### src/rtl/xae_pkg.sv
package xae_pkg;
  typedef struct packed {
    logic word;
    logic auto_init;
  } xae_mode_t;
endpackage

### src/rtl/xae_step_reg.sv
module xae_step_reg #(
  parameter int W  = 16,
  parameter bit UP = 1'b1
) (
  input  logic         clk,
  input  logic         rst_n,
  input  logic         ld,
  input  logic [W-1:0] ld_val,
  input  logic         step,
  output logic [W-1:0] q
);
  logic [W-1:0] stepped;

  generate
    if (UP) begin : g_up
      assign stepped = q + W'(1);
    end else begin : g_down
      assign stepped = q - W'(1);
    end
  endgenerate

  always_ff @(posedge clk or negedge rst_n) begin
    if (!rst_n)    q <= '0;
    else if (ld)   q <= ld_val;
    else if (step) q <= stepped;
  end
endmodule

### src/rtl/xae_addr_map.sv
module xae_addr_map #(
  parameter int PAGE_W = 8,
  parameter int ADDR_W = 16
) (
  input  logic [PAGE_W-1:0]        page,
  input  logic [ADDR_W-1:0]        addr,
  input  logic                     word,
  output logic [PAGE_W+ADDR_W-1:0] phys
);
  always_comb begin
    if (word) phys = {page[PAGE_W-1:1], addr, 1'b0};
    else      phys = {page, addr};
  end
endmodule

### src/rtl/xfer_addr_engine.sv
module xfer_addr_engine
  import xae_pkg::*;
#(
  parameter int PAGE_W = 8,
  parameter int ADDR_W = 16
) (
  input  logic                     clk,
  input  logic                     rst_n,
  input  logic                     load,
  input  logic [ADDR_W-1:0]        base_addr,
  input  logic [ADDR_W-1:0]        base_count,
  input  logic [PAGE_W-1:0]        page,
  input  logic                     word_chan,
  input  logic                     auto_init,
  input  logic                     xfer,
  output logic [PAGE_W+ADDR_W-1:0] phys_addr,
  output logic                     tc,
  output logic                     masked,
  output logic [ADDR_W-1:0]        cur_count,
  output logic [ADDR_W:0]          residue
);
  localparam int PHYS_W = PAGE_W + ADDR_W;

  logic [ADDR_W-1:0] base_a_q, base_c_q, addr_q, cnt_q;
  logic [ADDR_W-1:0] a_ld_val, c_ld_val, cnt_p1;
  logic [PAGE_W-1:0] page_q;
  xae_mode_t         mode_q;
  logic              masked_q, tc_q;
  logic              go, underflow, reload, ctr_ld;
  logic [PHYS_W-1:0] phys;

  assign go        = xfer & ~masked_q & ~load;
  assign underflow = go & (cnt_q == '0);
  assign reload    = underflow & mode_q.auto_init;
  assign ctr_ld    = load | reload;
  assign a_ld_val  = load ? base_addr  : base_a_q;
  assign c_ld_val  = load ? base_count : base_c_q;

  always_ff @(posedge clk or negedge rst_n) begin
    if (!rst_n) begin
      base_a_q <= '0;
      base_c_q <= '0;
      page_q   <= '0;
      mode_q   <= '0;
      masked_q <= 1'b1;
      tc_q     <= 1'b0;
    end else begin
      tc_q <= underflow;
      if (load) begin
        base_a_q <= base_addr;
        base_c_q <= base_count;
        page_q   <= page;
        mode_q   <= '{word: word_chan, auto_init: auto_init};
        masked_q <= 1'b0;
      end else if (underflow && !mode_q.auto_init) begin
        masked_q <= 1'b1;
      end
    end
  end

  xae_step_reg #(.W(ADDR_W), .UP(1'b1)) u_addr (
    .clk(clk), .rst_n(rst_n), .ld(ctr_ld), .ld_val(a_ld_val),
    .step(go), .q(addr_q)
  );

  xae_step_reg #(.W(ADDR_W), .UP(1'b0)) u_cnt (
    .clk(clk), .rst_n(rst_n), .ld(ctr_ld), .ld_val(c_ld_val),
    .step(go), .q(cnt_q)
  );

  xae_addr_map #(.PAGE_W(PAGE_W), .ADDR_W(ADDR_W)) u_map (
    .page(page_q), .addr(addr_q), .word(mode_q.word), .phys(phys)
  );

  assign cnt_p1    = cnt_q + ADDR_W'(1);
  assign residue   = mode_q.word ? {cnt_p1, 1'b0} : {1'b0, cnt_p1};
  assign phys_addr = phys;
  assign tc        = tc_q;
  assign masked    = masked_q;
  assign cur_count = cnt_q;

  // programming unmasks and sets the start address
  a_r2_load_sets: assert property (@(posedge clk) disable iff (!rst_n)
    load |=> (!masked_q && addr_q == $past(base_addr) && cnt_q == $past(base_count)));

  // word channel addresses are even
  a_r4_word_even: assert property (@(posedge clk) disable iff (!rst_n)
    mode_q.word |-> !phys_addr[0]);

  // a non-terminal strobe steps both counters
  a_r5_step: assert property (@(posedge clk) disable iff (!rst_n)
    (go && cnt_q != '0) |=> (addr_q == $past(addr_q) + ADDR_W'(1)
                             && cnt_q == $past(cnt_q) - ADDR_W'(1)));

  // auto-initialise reload at terminal count
  a_r7_reload: assert property (@(posedge clk) disable iff (!rst_n)
    (go && cnt_q == '0 && mode_q.auto_init) |=>
      (addr_q == base_a_q && cnt_q == base_c_q && !masked_q));

  // terminal count without auto-initialise leaves the channel masked
  a_r8_tc_masks: assert property (@(posedge clk) disable iff (!rst_n)
    (tc_q && !mode_q.auto_init) |-> masked_q);

  // masked channel holds its state
  a_r9_masked_hold: assert property (@(posedge clk) disable iff (!rst_n)
    (masked_q && !load) |=> ($stable(addr_q) && $stable(cnt_q) && !tc_q));
endmodule

### config.mk
export PLATFORM = sky130hd
export DESIGN_NAME = xfer_addr_engine
export DESIGN_NICKNAME = d
export VERILOG_FILES = /design/src/rtl/xae_pkg.sv /design/src/rtl/xae_step_reg.sv /design/src/rtl/xae_addr_map.sv /design/src/rtl/xfer_addr_engine.sv
export SDC_FILE = /design/constraint.sdc
export NUM_CORES = 1
export LEC_CHECK = 0
export ABC_AREA = 1
export ABC_CLOCK_PERIOD_IN_PS = 4700
export BUFFER_PORTS_ARGS = -buffer_cell sky130_fd_sc_hd__clkbuf_2
export CORE_MARGIN = 3
export CORE_UTILIZATION = 50
export CTS_CLUSTER_DIAMETER = 40
export DETAILED_ROUTE_END_ITERATION = 8
export GPL_TIMING_DRIVEN = 1
export PLACE_DENSITY = 0.81
export SYNTH_ARGS = -nofsm -noshare
export SYNTH_HDL_FRONTEND = slang
export SYNTH_HIERARCHICAL = 1
export SYNTH_SLANG_ARGS = --single-unit
### constraint.sdc
create_clock -name clk -period 4.7 [get_ports clk]
set_input_delay 0 -clock clk [delete_from_list [all_inputs] [get_ports clk]]
set_output_delay 0 -clock clk [all_outputs]
set_load 0.02 [all_outputs]
==> results.sh <==
export IMPL_async_flop_share=1.00
export IMPL_worst_r2r_setup_slack_ns=1.88
export IMPL_cp_end_kind="flip-flop"
export IMPL_core_region_area_sq_mm=0.00898
export IMPL_firstDrtPassIters=5
export IMPL_place_inst=868
export IMPL_yosysSeqAreaShare=0.401
export IMPL_p_per_area_mw_per_mm2=319
export IMPL_comb_power_share=0.305
export IMPL_peakVddDrop_mv=0.162
export IMPL_drv_cap=0
export IMPL_p_switching_mw=0.701
export IMPL_most_common_layout_cells="nand2_1 (292), clkbuf_2 (103), dfrtp_1 (75)"
export IMPL_final_seq_area_sq_mm=0.00190
export IMPL_relSlewSlack=0.316
export IMPL_nFillCells=769
export IMPL_drv_slew=0
export IMPL_total_power_mw=1.87
export IMPL_cts_setup_buffers=0
export IMPL_grtUsageTotal=0.249
export IMPL_cts_resized=0
export IMPL_critPathRequiredTime_ns=4.92
export IMPL_clkSlewWorstSetupHoldPaths_ns=0.07
export IMPL_synth_cell_type_count=40
export IMPL_pwr_share_seq=0.443
export IMPL_final_common_cell="nand2_1"
export IMPL_drt_total_wl_um=12900
export IMPL_cts_sinks=76
export IMPL_fmax_mhz=354
export IMPL_cts_buffer_depth=2
export IMPL_status="completed"
export IMPL_ys_warnings_count=6
export IMPL_finClkSkew_ns=0.00863
export IMPL_io_buffer_count=104
export IMPL_syn_nets=714
export IMPL_r2r_start="masked$_DFFE_PN1P_"
export IMPL_grt_max_degree=77
export IMPL_dp_hpwl_um=9220
export IMPL_syn_area_per_cell_sq_um=7.15
export IMPL_final_setup_viol_count=0
export IMPL_cts_max_level=3
export IMPL_antenna_cells=0
export IMPL_start_util=0.529
export IMPL_multi_input_area_sq_mm=0.00245
export IMPL_io_pins=105
export IMPL_cts_buffers=9
export IMPL_synth_ff_type="dfrtp_1"
export IMPL_tightest_slew_ns=1.02
export IMPL_grt_pass1_vias=4375
export IMPL_worst_setup_path_start_kind="flip-flop"
export IMPL_min_delay_path_depth=4
export IMPL_syn2layout_area_growth_pct=23.3
export IMPL_drc=0
export IMPL_period_minus_slack_ns=2.82
export IMPL_worstPathArrival_ns=3.04
export IMPL_num_vias=4749
export IMPL_antenna_found_initial=0
export IMPL_cts_tree="built"
export IMPL_avgViaCountPerCell=5.13
export IMPL_globalplace_congestion=0.894
export IMPL_clkLatencyLatePin_ns=0.35
export IMPL_regToRegEndpoint="u_cnt/q[4]$_DFFE_PN0P_"
export IMPL_synth_edf_count=0
export IMPL_synth_seq_cells=76
export IMPL_final_hold_violation_count=0
export IMPL_grt_overflow_total=0
export IMPL_layout_drive_gt1_share=0.210
export IMPL_syn_cell_area_sq_mm=0.00475
export IMPL_root_buffer="clkbuf_8"
export IMPL_stdcell_count=926
export IMPL_p_leak_nw=3.09
export IMPL_grt_setup_unrepaired="no"
export IMPL_grt_pass1_wl_um=21000
export IMPL_setup_tns_final_ns=0
export IMPL_antenna_left=0
export IMPL_drtIter0Drc=302
export IMPL_wl_per_cell_um=13.9
export IMPL_syn_inst=664
export IMPL_nets=846
export IMPL_hp_class="input pin to flip-flop"
export IMPL_r2r_cells=9
export IMPL_p_int_mw=1.17
export IMPL_hold_path_endpoint="tc$_DFF_PN0_"
export IMPL_hold_buffers=43
export IMPL_die_area_sq_mm=0.0107
export IMPL_fin_crit_sh=0.601
export IMPL_rows=34
export IMPL_crit_type="flip-flop to flip-flop"
export IMPL_sw_frac_of_total=0.375
export IMPL_dieHeight_um=103
export IMPL_hold_path_startpoint="xfer"
export IMPL_die_x_um=103
export IMPL_power_frac_clock=0.252
export IMPL_cp_max_fo=18
## worst max-delay path by stage
| stage | cells after the start | end | slack (ns) | startpoint |
|---|---|---|---|---|
| 2_1_floorplan | 13 | u_cnt/q[3]$_DFFE_PN0P_ | 2.65 | u_cnt/q[0]$_DFFE_PN0P_ |
| 3_3_place_gp | 10 | u_cnt/q[4]$_DFFE_PN0P_ | 1.81 | load |
| 3_5_place_dp | 10 | u_cnt/q[9]$_DFFE_PN0P_ | 1.59 | load |
| 4_1_cts | 9 | u_cnt/q[4]$_DFFE_PN0P_ | 1.91 | masked$_DFFE_PN1P_ |
| 5_1_grt | 9 | u_cnt/q[15]$_DFFE_PN0P_ | 1.64 | masked$_DFFE_PN1P_ |
| 6_report | 9 | u_cnt/q[4]$_DFFE_PN0P_ | 1.88 | masked$_DFFE_PN1P_ |
## power by group through the flow
stage                     Sequential, mW  Combinational (mW)  Clock (mW)
after detailed placement           0.837               0.541           0
after floorplan                    0.830               0.375           0
after global routing               0.839               0.635       0.504
after CTS                          0.825               0.572       0.481
after global placement             0.835               0.528           0
final                              0.828               0.571       0.471
## per-stage QoR
stage	hold slack, ns	setup WS (ns)	instance area, sq um	utilization
2_1_floorplan	-0.296	2.65	4750	-
3_3_place_gp	0.193	1.81	5250	0.585
3_5_place_dp	0.200	1.59	5250	0.585
4_1_cts	0.162	1.91	5860	0.653
5_1_grt	0.222	1.64	5860	0.653
6_report	0.208	1.88	5860	0.653
## state kept, by name, indices dropped and copies added, names as in the netlist
name	count
mode_q	2
u_addr/q	16
page_q	8
masked	1
base_a_q	16
u_cnt/q	16
base_c_q	16
tc	1
## Yosys cell counts, types with 2 or more instances
library cell / number / share of area
nand3_1: 41 / 0.043
o221ai_1: 2 / 0.0037
nor2_2: 9 / 0.012
ha_1: 4 / 0.011
dfrtp_1: 75 / 0.40
nor2_1: 42 / 0.033
a22oi_1: 23 / 0.036
nand4_1: 11 / 0.014
o21ai_0: 15 / 0.016
nor2_4: 4 / 0.0095
nand2_1: 292 / 0.23
a21oi_1: 6 / 0.0063
clkbuf_1: 7 / 0.0055
o21bai_1: 2 / 0.0032
buf_2: 5 / 0.0053
o21ai_1: 6 / 0.0063
xor2_1: 9 / 0.017
buf_4: 9 / 0.014
nand2_2: 19 / 0.025
inv_2: 5 / 0.0040
buf_6: 6 / 0.014
xnor2_1: 6 / 0.011
mux2i_1: 2 / 0.0042
o211ai_1: 3 / 0.0047
inv_1: 43 / 0.034
nor3_1: 4 / 0.0042
## critical path, stage by stage (launching register included)
cell	delay (ns)
dfstp_2	0.41
nor3b_2	0.57
nand3_1	0.20
o21ai_2	0.60
buf_4	0.36
inv_2	0.07
nand2_2	0.10
inv_2	0.11
a22oi_1	0.16
o21ai_0	0.11
## metal layers
metal | GRT usage | part of all wire | vias up
li1 | - | - | 2367
met1 | 0.350 | 0.45 | 2212
met2 | 0.397 | 0.47 | 158
met3 | 0.0436 | 0.064 | 12
met4 | 0.0727 | 0.013 | 0
met5 | 0 | 0 | -
## area by class of cell
type                            instances  share of cell area
Sequential cell                        76               0.325
Timing Repair Buffer                  150               0.167
Multi-Input combinational cell        509               0.418
Inverter                               50              0.0329
Tap cell                              126              0.0269
Clock inverter                          5             0.00918
Clock buffer                           10              0.0218
## logic make-up (layout without fill, tap and decap cells)
kind of cell / count (synthesis) / count (layout) / synth area share
adder cells (fa/ha/maj): 4 / 4 / 0.0105
multiplexers: 2 / 2 / 0.00421
AO/OA/AOI/OAI: 58 / 58 / 0.0787
AND/OR/NAND/NOR: 429 / 429 / 0.390
flip-flops: 76 / 76 / 0.401
XOR/XNOR: 16 / 16 / 0.0311
buffers and inverters: 79 / 215 / 0.0848
No activity file was read; power rests on OpenSTA's default activity.
